### config.mk
export PLATFORM = sky130hd
export DESIGN_NAME = st_dwell_seq
export DESIGN_NICKNAME = d
export VERILOG_FILES = /design/src/rtl/dwell_pkg.sv /design/src/rtl/dwell_planner.sv /design/src/rtl/conn_mapper.sv /design/src/rtl/st_dwell_seq.sv
export SDC_FILE = /design/constraint.sdc
export NUM_CORES = 1
export LEC_CHECK = 0
export ABC_AREA = 1
export BUFFER_PORTS_ARGS = -buffer_cell sky130_fd_sc_hd__buf_2
export CELL_PAD_IN_SITES_DETAIL_PLACEMENT = 0
export CELL_PAD_IN_SITES_GLOBAL_PLACEMENT = 1
export CORE_ASPECT_RATIO = 2
export CORE_UTILIZATION = 35
export DETAILED_ROUTE_END_ITERATION = 10
export GPL_TIMING_DRIVEN = 0
export PLACE_DENSITY_LB_ADDON = 0.25
export SLEW_MARGIN = 40
export SYNTH_ARGS = -nofsm -noshare
export SYNTH_HDL_FRONTEND = slang
export SYNTH_SLANG_ARGS = --single-unit
export TNS_END_PERCENT = 10
### constraint.sdc
create_clock -name clk -period 10.6 [get_ports clk]
set_input_delay 2.12 -clock clk [delete_from_list [all_inputs] [get_ports clk]]
set_output_delay 2.12 -clock clk [all_outputs]
set_load 0.005 [all_outputs]
### src/rtl/dwell_pkg.sv
package dwell_pkg;

    localparam logic [1:0] PH_X  = 2'd0;
    localparam logic [1:0] PH_Y  = 2'd1;
    localparam logic [1:0] PH_Z  = 2'd2;
    localparam logic [1:0] PH_ST = 2'd3;

    localparam int NSLOT = 8;

    localparam logic [3:0] SL_ZL   = 4'd0;
    localparam logic [3:0] SL_SL   = 4'd1;
    localparam logic [3:0] SL_A1   = 4'd2;
    localparam logic [3:0] SL_A2   = 4'd3;
    localparam logic [3:0] SL_A3   = 4'd4;
    localparam logic [3:0] SL_A4   = 4'd5;
    localparam logic [3:0] SL_ST   = 4'd6;
    localparam logic [3:0] SL_ZT   = 4'd7;
    localparam logic [3:0] SL_LOAD = 4'd8;

    typedef struct packed {
        logic [1:0] p;
        logic [1:0] n;
    } rail_t;

    // sector number 1..6 -> index 0..5, out-of-range values fold to 0
    function automatic logic [2:0] sector_index(input logic [2:0] s);
        if (s == 3'd0 || s == 3'd7) return 3'd0;
        return s - 3'd1;
    endfunction

    function automatic rail_t rect_rail(input logic [2:0] k);
        rail_t r;
        case (k)
            3'd0:    r = '{p: PH_X, n: PH_Y};
            3'd1:    r = '{p: PH_X, n: PH_Z};
            3'd2:    r = '{p: PH_Y, n: PH_Z};
            3'd3:    r = '{p: PH_Y, n: PH_X};
            3'd4:    r = '{p: PH_Z, n: PH_X};
            default: r = '{p: PH_Z, n: PH_Y};
        endcase
        return r;
    endfunction

    // bit 2 = output A, bit 0 = output C; 1 = positive rail
    function automatic logic [2:0] inv_state(input logic [2:0] k);
        logic [2:0] v;
        case (k)
            3'd0:    v = 3'b101;
            3'd1:    v = 3'b100;
            3'd2:    v = 3'b110;
            3'd3:    v = 3'b010;
            3'd4:    v = 3'b011;
            default: v = 3'b001;
        endcase
        return v;
    endfunction

endpackage

### src/rtl/dwell_planner.sv
module dwell_planner
    import dwell_pkg::*;
#(
    parameter int TW = 12,
    parameter int LW = TW + 3
) (
    input  logic [TW-1:0]                dw_am,
    input  logic [TW-1:0]                dw_an,
    input  logic [TW-1:0]                dw_bn,
    input  logic [TW-1:0]                dw_bm,
    input  logic [TW-1:0]                dw_st,
    input  logic [TW-1:0]                per_len,
    output logic [NSLOT-1:0][LW-1:0]     slot_len,
    output logic                         st_sat
);

    logic [LW-1:0] act_sum;
    logic [LW-1:0] room;
    logic [LW-1:0] st_req;
    logic [LW-1:0] st_eff;
    logic [LW-1:0] zero_t;
    logic [LW-1:0] st_lead;
    logic [LW-1:0] z_lead;
    logic [LW-1:0] z_trail;

    always_comb begin
        act_sum = LW'(dw_am) + LW'(dw_an) + LW'(dw_bn) + LW'(dw_bm);
        room    = (LW'(per_len) > act_sum) ? (LW'(per_len) - act_sum) : '0;
        st_req  = LW'(dw_st);
        st_sat  = st_req > room;
        st_eff  = st_sat ? room : st_req;
        zero_t  = room - st_eff;
        st_lead = st_eff >> 1;
        z_lead  = zero_t >> 1;
        z_trail = zero_t - z_lead;
        // an empty period still needs one tick to reach the next boundary
        if (act_sum == '0 && room == '0) begin
            z_lead = LW'(1);
        end

        slot_len[SL_ZL[2:0]] = z_lead;
        slot_len[SL_SL[2:0]] = st_lead;
        slot_len[SL_A1[2:0]] = LW'(dw_am);
        slot_len[SL_A2[2:0]] = LW'(dw_an);
        slot_len[SL_A3[2:0]] = LW'(dw_bn);
        slot_len[SL_A4[2:0]] = LW'(dw_bm);
        slot_len[SL_ST[2:0]] = st_eff - st_lead;
        slot_len[SL_ZT[2:0]] = z_trail;
    end

endmodule

### src/rtl/conn_mapper.sv
module conn_mapper
    import dwell_pkg::*;
(
    input  logic [2:0] ridx,
    input  logic [2:0] iidx,
    input  logic [3:0] slot,
    output logic [5:0] phase_sel,
    output logic       st_active
);

    rail_t      rail_a;
    rail_t      rail_b;
    rail_t      rail_use;
    logic [2:0] st_mu;
    logic [2:0] st_nu;
    logic [2:0] st_use;
    logic [2:0] short_oh;
    logic       zero_mode;
    logic       short_mode;
    logic       idle;

    always_comb begin
        rail_a   = rect_rail(ridx);
        rail_b   = rect_rail((ridx == 3'd5) ? 3'd0 : 3'(ridx + 3'd1));
        st_mu    = inv_state(iidx);
        st_nu    = inv_state((iidx == 3'd0) ? 3'd5 : 3'(iidx - 3'd1));
        short_oh = st_mu[2] ? 3'b100 : (st_mu[1] ? 3'b010 : 3'b001);

        rail_use   = rail_a;
        st_use     = st_mu;
        zero_mode  = 1'b0;
        short_mode = 1'b0;
        idle       = 1'b0;
        case (slot)
            SL_ZL: zero_mode = 1'b1;
            SL_SL: short_mode = 1'b1;
            SL_A1: ;
            SL_A2: st_use = st_nu;
            SL_A3: begin rail_use = rail_b; st_use = st_nu; end
            SL_A4: rail_use = rail_b;
            SL_ST: begin rail_use = rail_b; short_mode = 1'b1; end
            SL_ZT: begin rail_use = rail_b; zero_mode = 1'b1; end
            default: idle = 1'b1;
        endcase
        st_active = short_mode;
    end

    for (genvar j = 0; j < 3; j++) begin : g_phase
        always_comb begin
            if (idle) begin
                phase_sel[2*j +: 2] = PH_X;
            end else if (short_mode && short_oh[2-j]) begin
                phase_sel[2*j +: 2] = PH_ST;
            end else if (zero_mode || short_mode) begin
                phase_sel[2*j +: 2] = rail_use.n;
            end else begin
                phase_sel[2*j +: 2] = st_use[2-j] ? rail_use.p : rail_use.n;
            end
        end
    end

endmodule

### src/rtl/st_dwell_seq.sv
module st_dwell_seq
    import dwell_pkg::*;
#(
    parameter int TW = 12
) (
    input  logic          clk,
    input  logic          rst_n,
    input  logic [TW-1:0] dw_am,
    input  logic [TW-1:0] dw_an,
    input  logic [TW-1:0] dw_bn,
    input  logic [TW-1:0] dw_bm,
    input  logic [TW-1:0] dw_st,
    input  logic [TW-1:0] per_len,
    input  logic [2:0]    rect_sec,
    input  logic [2:0]    inv_sec,
    output logic [5:0]    phase_sel,
    output logic          st_flag,
    output logic          per_strobe,
    output logic          sat_flag
);

    localparam int LW = TW + 3;

    typedef struct packed {
        logic [3:0]                slot;
        logic [LW-1:0]             cnt;
        logic [NSLOT-1:0][LW-1:0]  len;
        logic [2:0]                ridx;
        logic [2:0]                iidx;
        logic                      strobe;
        logic                      sat;
    } seq_t;

    seq_t s_d, s_q;

    logic [NSLOT-1:0][LW-1:0] plan_len;
    logic                     plan_sat;
    logic                     last_tick;
    logic [3:0]               nxt_slot;

    function automatic logic [3:0] next_nz(input logic [NSLOT-1:0][LW-1:0] l,
                                           input logic [3:0] from);
        logic [3:0] r;
        r = SL_LOAD;
        for (int i = NSLOT - 1; i >= 0; i--) begin
            if (4'(i) >= from && l[i] != '0) r = 4'(i);
        end
        return r;
    endfunction

    dwell_planner #(.TW(TW), .LW(LW)) u_plan (
        .dw_am    (dw_am),
        .dw_an    (dw_an),
        .dw_bn    (dw_bn),
        .dw_bm    (dw_bm),
        .dw_st    (dw_st),
        .per_len  (per_len),
        .slot_len (plan_len),
        .st_sat   (plan_sat)
    );

    always_comb begin
        s_d        = s_q;
        s_d.strobe = 1'b0;
        last_tick  = (s_q.slot == SL_LOAD) ||
                     ((s_q.cnt + LW'(1)) >= s_q.len[s_q.slot[2:0]]);
        nxt_slot   = next_nz(s_q.len, 4'(s_q.slot + 4'd1));

        if (last_tick && (s_q.slot == SL_LOAD || nxt_slot == SL_LOAD)) begin
            s_d.len    = plan_len;
            s_d.sat    = plan_sat;
            s_d.ridx   = sector_index(rect_sec);
            s_d.iidx   = sector_index(inv_sec);
            s_d.slot   = next_nz(plan_len, 4'd0);
            s_d.cnt    = '0;
            s_d.strobe = 1'b1;
        end else if (last_tick) begin
            s_d.slot = nxt_slot;
            s_d.cnt  = '0;
        end else begin
            s_d.cnt = s_q.cnt + LW'(1);
        end
    end

    always_ff @(posedge clk) begin
        if (!rst_n) begin
            s_q      <= '0;
            s_q.slot <= SL_LOAD;
        end else begin
            s_q <= s_d;
        end
    end

    conn_mapper u_map (
        .ridx      (s_q.ridx),
        .iidx      (s_q.iidx),
        .slot      (s_q.slot),
        .phase_sel (phase_sel),
        .st_active (st_flag)
    );

    assign per_strobe = s_q.strobe;
    assign sat_flag   = s_q.sat;

endmodule

== Word level (Yosys, flattened, before mapping) ==
Cells that the tools add are included.

* Register bits after elaboration: 133
* Input port bits: 80

* Add/subtract/negate cells: 13
* $lt $le $gt $ge: 12
* Equality and inequality tests: 28
* Mux-type cells: 57
* Bitwise gates (word level): 1
* Reduce and logical (&&, ||, !) cells: 50

{| class="wikitable"
|+ Operators with widths
! cell !! number
|-
| 15-bit nonzero test || 16
|-
| 4-bit 2-to-1 mux || 18
|-
| 15-bit 2-to-1 mux || 4
|-
| 15-bit binary-select mux with 3-bit select || 1
|-
| 4-bit case mux with 5 select lines || 2
|-
| 12-bit by 15-bit greater-than comparator with 1-bit output || 2
|-
| 15-bit logical NOT || 2
|-
| 3-bit case mux with 5 select lines || 2
|-
| 15-bit by 14-bit subtractor with 15-bit output || 2
|-
| 2-bit 2-to-1 mux || 14
|-
| 3-bit by 2-bit equality test with 1-bit output (second input constant) || 8
|-
| 3-bit 2-to-1 mux || 8
|-
| 3-bit equality test (second input constant) || 7
|-
| 19-bit 2-to-1 mux || 1
|-
| 3-bit logical NOT || 6
|-
| 4-bit by 3-bit equality test with 1-bit output (second input constant) || 4
|-
| 3-bit by 4-bit >= comparator with 1-bit output (first input constant) || 4
|-
| 15-bit by 1-bit adder with 15-bit output (second input constant) || 1
|-
| 15-bit by 12-bit adder with 15-bit output || 1
|-
| 15-bit >= comparator || 1
|-
| 12-bit by 15-bit subtractor with 15-bit output || 1
|-
| 15-bit subtractor || 1
|-
| 13-bit by 12-bit adder with 14-bit output || 1
|-
| 14-bit 2-to-1 mux || 1
|-
| 21 further kinds || 53
|}

== Depth between registers and ports, before layout ==
* Depth in word-level cells: 19
* Gate-level depth with buffers: 77
* Mapped depth without buffers: 76

== By module ==
Synthesis repeated with hierarchy kept, for this count alone.

* Cells, all modules: 2023
* Area total of the unflattened synthesis: 13277.7 sq um

{| class="wikitable"
|+ Modules (own cells, without submodules)
! module !! instances !! cells an instance !! area an instance (sq um) !! seq. area each (sq um)
|-
| st_dwell_seq || 1 || 1182 || 7907.6 || 2942.8
|-
| dwell_planner || 1 || 731 || 4830.9 || 0.0
|-
| conn_mapper || 1 || 110 || 539.3 || 0.0
|}

== Least setup slack after synthesis ==
Ideal clock, no wire load.

* Kind: in2reg
* From: input port dw_am[1]
* To: register s_q[143] (netlist name)
* Library setup time: 70 ps
* Data arrival time: 11312 ps
* Required time: 10530 ps
* Setup slack: -782 ps
* Stages on the path: 75
* Path buffers: 1
* Path through: inv_1 -> fa_1 -> inv_1 -> ha_1 -> inv_1 -> fa_1 -> o21ai_2 -> nand2_1 -> a21oi_1 -> nor2_1 -> xor2_1 -> inv_1 -> ha_1 -> nand2_1 -> inv_1 -> a21oi_1 -> nand2_1 -> xor2_1 -> (+39 left out) -> nor2_1 -> nand2_1 -> nand2_1 -> a21boi_1 -> nor2_1 -> nand3_1 -> nand2_1 -> nand2_1 -> nand2_1 -> nand2_1 -> nand2_1 -> nand2_1 -> nand2_1 -> nand2_1 -> nand2_1 -> nand2_1 -> nand2_1 -> a21oi_1

{| class="wikitable"
|+ RTL lines
! element !! line !! RTL
|-
| start, declared || st_dwell_seq.sv:8 || <nowiki>input logic [TW-1:0] dw_am,</nowiki>
|}

== Final worst setup path ==
* From: input port dw_bn[1]
* To: register s_q[146] (netlist name)

* Cells in the longest elaborated chain, start to end: 18
* Elaborated cells on any way between the ends: 28
* Those cells by class: add/sub: 6; order compare: 2; mux: 12; reduce/logical: 8

{| class="wikitable"
|+ Ends and longest elaborated chain
! element !! line !! RTL
|-
| start, declared || st_dwell_seq.sv:10 || <nowiki>input logic [TW-1:0] dw_bn,</nowiki>
|-
| 13-bit by 12-bit adder with 14-bit output || dwell_planner.sv:27 || <nowiki>act_sum = LW'(dw_am) + LW'(dw_an) + LW'(dw_bn) + LW'(dw_bm);</nowiki>
|-
| 15-bit by 12-bit adder with 15-bit output || dwell_planner.sv:27 ||
|-
| 12-bit by 15-bit subtractor with 15-bit output / 12-bit by 15-bit greater-than comparator with 1-bit output (equally long branches) || dwell_planner.sv:28 || <nowiki>room = (LW'(per_len) > act_sum) ? (LW'(per_len) - act_sum) : '0;</nowiki>
|-
| 15-bit 2-to-1 mux || dwell_planner.sv:28 ||
|-
| 12-bit by 15-bit greater-than comparator with 1-bit output || dwell_planner.sv:30 || <nowiki>st_sat = st_req > room;</nowiki>
|-
| 15-bit 2-to-1 mux || dwell_planner.sv:31 || <nowiki>st_eff = st_sat ? room : st_req;</nowiki>
|-
| 15-bit subtractor || dwell_planner.sv:32 || <nowiki>zero_t = room - st_eff;</nowiki>
|-
| 15-bit by 14-bit subtractor with 15-bit output || dwell_planner.sv:35 || <nowiki>z_trail = zero_t - z_lead;</nowiki>
|-
| 15-bit nonzero test || st_dwell_seq.sv:46 || <nowiki>if (4'(i) >= from && l[i] != '0) r = 4'(i);</nowiki>
|-
| 4-bit 2-to-1 mux (7 in a row) || st_dwell_seq.sv:46 ||
|-
| 4-bit 2-to-1 mux (*) || st_dwell_seq.sv:46 ||
|-
| 19-bit 2-to-1 mux (*) || st_dwell_seq.sv:69 || <nowiki>if (last_tick && (s_q.slot == SL_LOAD || nxt_slot == SL_LOAD)) begin</nowiki>
|}

Mark *: on every way between the ends. The rest lies on a longest branch, timed or not.
A chain may end at the register's enable or synchronous reset.

==> results.sh <==
export IMPL_dieArea_sq_um=36300
export IMPL_hold_violations=0
export IMPL_skew_ns=0.00932
export IMPL_drv_cap=0
export IMPL_antenna_found_initial=0
export IMPL_hpwlAfterDp_mm=44.7
export IMPL_timing_fmax_mhz=91.5
export IMPL_synth_simple_area_share=0.271
export IMPL_finalSetupViolCount=4
export IMPL_min_from="s_q[34]$_SDFFE_PN0P_"
export IMPL_violations="negative setup slack"
export IMPL_fill_cells=3731
export IMPL_die_w_um=135
export IMPL_cts_buffers_inserted=17
export IMPL_diodes=0
export IMPL_min_to="s_q[34]$_SDFFE_PN0P_"
export IMPL_via_per_inst=5.32
export IMPL_synth_top_family_by_area="simple AND/OR/NAND/NOR gates"
export IMPL_period_needed_ns=10.93
export IMPL_reg2reg_slack_ns=4.98
export IMPL_reg2reg_depth=17
export IMPL_dr_first_iter_drc_count=598
export IMPL_ys_seq_area_frac=0.214
export IMPL_drt_pass1_iter_count=4
export IMPL_max_stage_delay_ns=0.58
export IMPL_arrival_ns=11.30
export IMPL_grt_total_usage=0.301
export IMPL_synth_compound_area_frac=0.206
export IMPL_avgSynthCellArea_sq_um=6.48
export IMPL_grt_max_degree=17
export IMPL_netlist_area_sq_um=12400
export IMPL_pre_cts_ws_ns=-2.17
export IMPL_synth_top_cell_area_share=0.214
export IMPL_ys_types=58
export IMPL_path_common_cell="nand2_2"
export IMPL_crit_path_max_fanout=5
export IMPL_worstSetupEndpointType="flop"
export IMPL_cts_buffer_depth=2
export IMPL_port_buffers=88
export IMPL_start_util=0.356
export IMPL_yosysTopAreaCell="dfxtp_1"
export IMPL_ant_nets=0
export IMPL_cts_tree="done"
export IMPL_globalRouteOverflowTotal=0
export IMPL_synth_xor_area_frac=0.0448
export IMPL_synthArstFlopShare=0
export IMPL_coreArea_sq_um=35000
export IMPL_synth_edf_count=0
export IMPL_vias=13700
export IMPL_hold_ws_ns=0.463
export IMPL_area_growth_pct=27.9
export IMPL_ys_seq_elements=133
export IMPL_place_gp_congestion=1.01
export IMPL_period_share=1.03
export IMPL_hold_depth=2
export IMPL_worst_skew_pair_late_latency_ns=0.43
export IMPL_timing_rr_end="s_q[109]$_SDFFE_PN0P_"
export IMPL_die_h_um=269
export IMPL_maxSlewHeadroom=0.437
export IMPL_drive_gt1_frac=0.211
export IMPL_status="finished with violations"
export IMPL_rsz0062_at_grt="yes"
export IMPL_num_rows=97
export IMPL_drcViolationCount=0
export IMPL_wl_per_cell_um=20.7
export IMPL_synthFlopType="dfxtp_1"
export IMPL_routed_wl_mm=53.4
export IMPL_startpoint_type="input port"
export IMPL_hp_class="reg2reg"
export IMPL_root_buffer="clkbuf_16"
export IMPL_synth_fa_ha_area_frac=0.151
export IMPL_grt_pass1_wl_mm=79.7
export IMPL_synth_warnings=0
export IMPL_synthCells=1919
export IMPL_path_clk_slew_ns=0.06
export IMPL_grt_pass1_vias=14100
export IMPL_worstPathRequired_ns=10.97
export IMPL_rr_startpoint="s_q[143]$_SDFFE_PN0P_"
export IMPL_timing_final_ws_setup_ns=-0.332
export IMPL_crit_type="in2reg"
export IMPL_cts_htree_levels=4
export IMPL_numClockSinks=133
export IMPL_slew_violations=0
export IMPL_tightestPinTransition_ns=0.836
export IMPL_io_pins=89
export IMPL_ctsHoldBuffers=0
export IMPL_final_nets=2339
export IMPL_ys_top_cells_by_area="dfxtp_1, ha_1, nand2_1"
export IMPL_slowest_stage="fa_2"
export IMPL_synthMuxAreaShare=0
-- per-layer routing --
layer  track usage  wire length [um]
met4         0.258              4990
met3        0.0282              1300
met2         0.607             30100
met1         0.255             17000
met5             0                 0
-- metrics by stage --
stage               cell area (sq um)   util  setup TNS (ns)  cells
global placement                13700  0.391          -29.94   2458
floorplan                       12700      -        -0.00863   1925
finish                          15900  0.455           -1.09   2577
detailed placement              13700  0.391          -30.60   2458
global route                    15900  0.455           -4.54   2577
CTS                             15500  0.442           -1.68   2553
-- timing repair --
item	in CTS	in global routing
resized for setup	167	58
setup buffers	62	23
setup endpoints to repair	26	21
pin swaps	89	64
cloned	2	1
-- cells in the final DEF (no fill, tap or decap), types with 6 or more instances in the layout --
master and n:
or2_2 8, buf_2 87, fa_1 15, nand2_2 48
buf_4 80, nor2_4 9, a21oi_1 200, nand4_1 35
o21ai_4 7, a21o_1 8, inv_1 288, dfxtp_1 133
nor3_1 18, a31oi_1 15, o21ai_0 157, nor4_1 40
nor2_2 13, nand2_1 299, a21oi_2 13, buf_6 8
xnor2_1 12, xor2_1 31, clkbuf_1 52, o21ai_2 10
inv_2 19, conb_1 8, nor2_1 119, nand3_1 98
a21oi_4 6, clkbuf_16 18, ha_1 87, nand3_2 14
o21ai_1 12, o211ai_1 14, ha_4 30, xor2_2 12
nand2_4 11
-- worst max path at each step --
stage	start	to	depth (start not counted)
floorplan	dw_am[1]	s_q[146]$_SDFFE_PN1P_	65
global placement	dw_bn[1]	s_q[143]$_SDFFE_PN0P_	74
detailed placement	dw_bn[1]	s_q[146]$_SDFFE_PN1P_	63
CTS	dw_bn[1]	s_q[143]$_SDFFE_PN0P_	70
global route	dw_an[1]	s_q[146]$_SDFFE_PN1P_	70
finish	dw_bn[1]	s_q[146]$_SDFFE_PN1P_	67
-- synthesized netlist by cell type (all sizes together), types with 12 or more instances --
cell	n
xor2	46
nor2	141
o21ai	186
nor3	24
nand3	114
xnor2	15
ha	121
o211ai	14
nand4	35
a31oi	16
clkbuf	52
inv	313
dfxtp	133
nand2	357
nor4	41
or2	12
a21oi	219
fa	18
-- logic make-up (layout without fill, tap and decap cells) --
group           Yosys count  after routing
compound gates          472            472
simple gates            740            741
fa+ha+maj               139            139
xor+xnor                 61             61
buf+inv                 372            578
flops                   133            133
other cells               2              8
-- worst max-delay path: cells and delay by family --
family,cells,cell delay [ns]
fa+ha+maj,9,2.94
xor+xnor,1,0.14
simple gates,32,3.27
compound gates,8,1.06
buf+inv,17,1.74
-- state kept, by name, summed over array words and instances, names as in the netlist --
signal and flops:
s_q 131, per_strobe 1, sat_flag 1
-- layout make-up --
| class | count | area, sq um | share of cell area |
|---|---|---|---|
| Multi-Input combinational cell | 1421 | 9480 | 0.596 |
| Sequential cell | 133 | 2660 | 0.167 |
| Inverter | 314 | 1200 | 0.0754 |
| Timing Repair Buffer | 175 | 1150 | 0.0726 |
| Tap cell | 445 | 557 | 0.0350 |
| Clock buffer | 23 | 488 | 0.0307 |
| Buffer | 58 | 260 | 0.0164 |
| Clock inverter | 8 | 98.8 | 0.00622 |
Power is left out: the tool's default activity adds up to more than one toggle a clock period on the data nets, which glitch-free logic cannot reach.
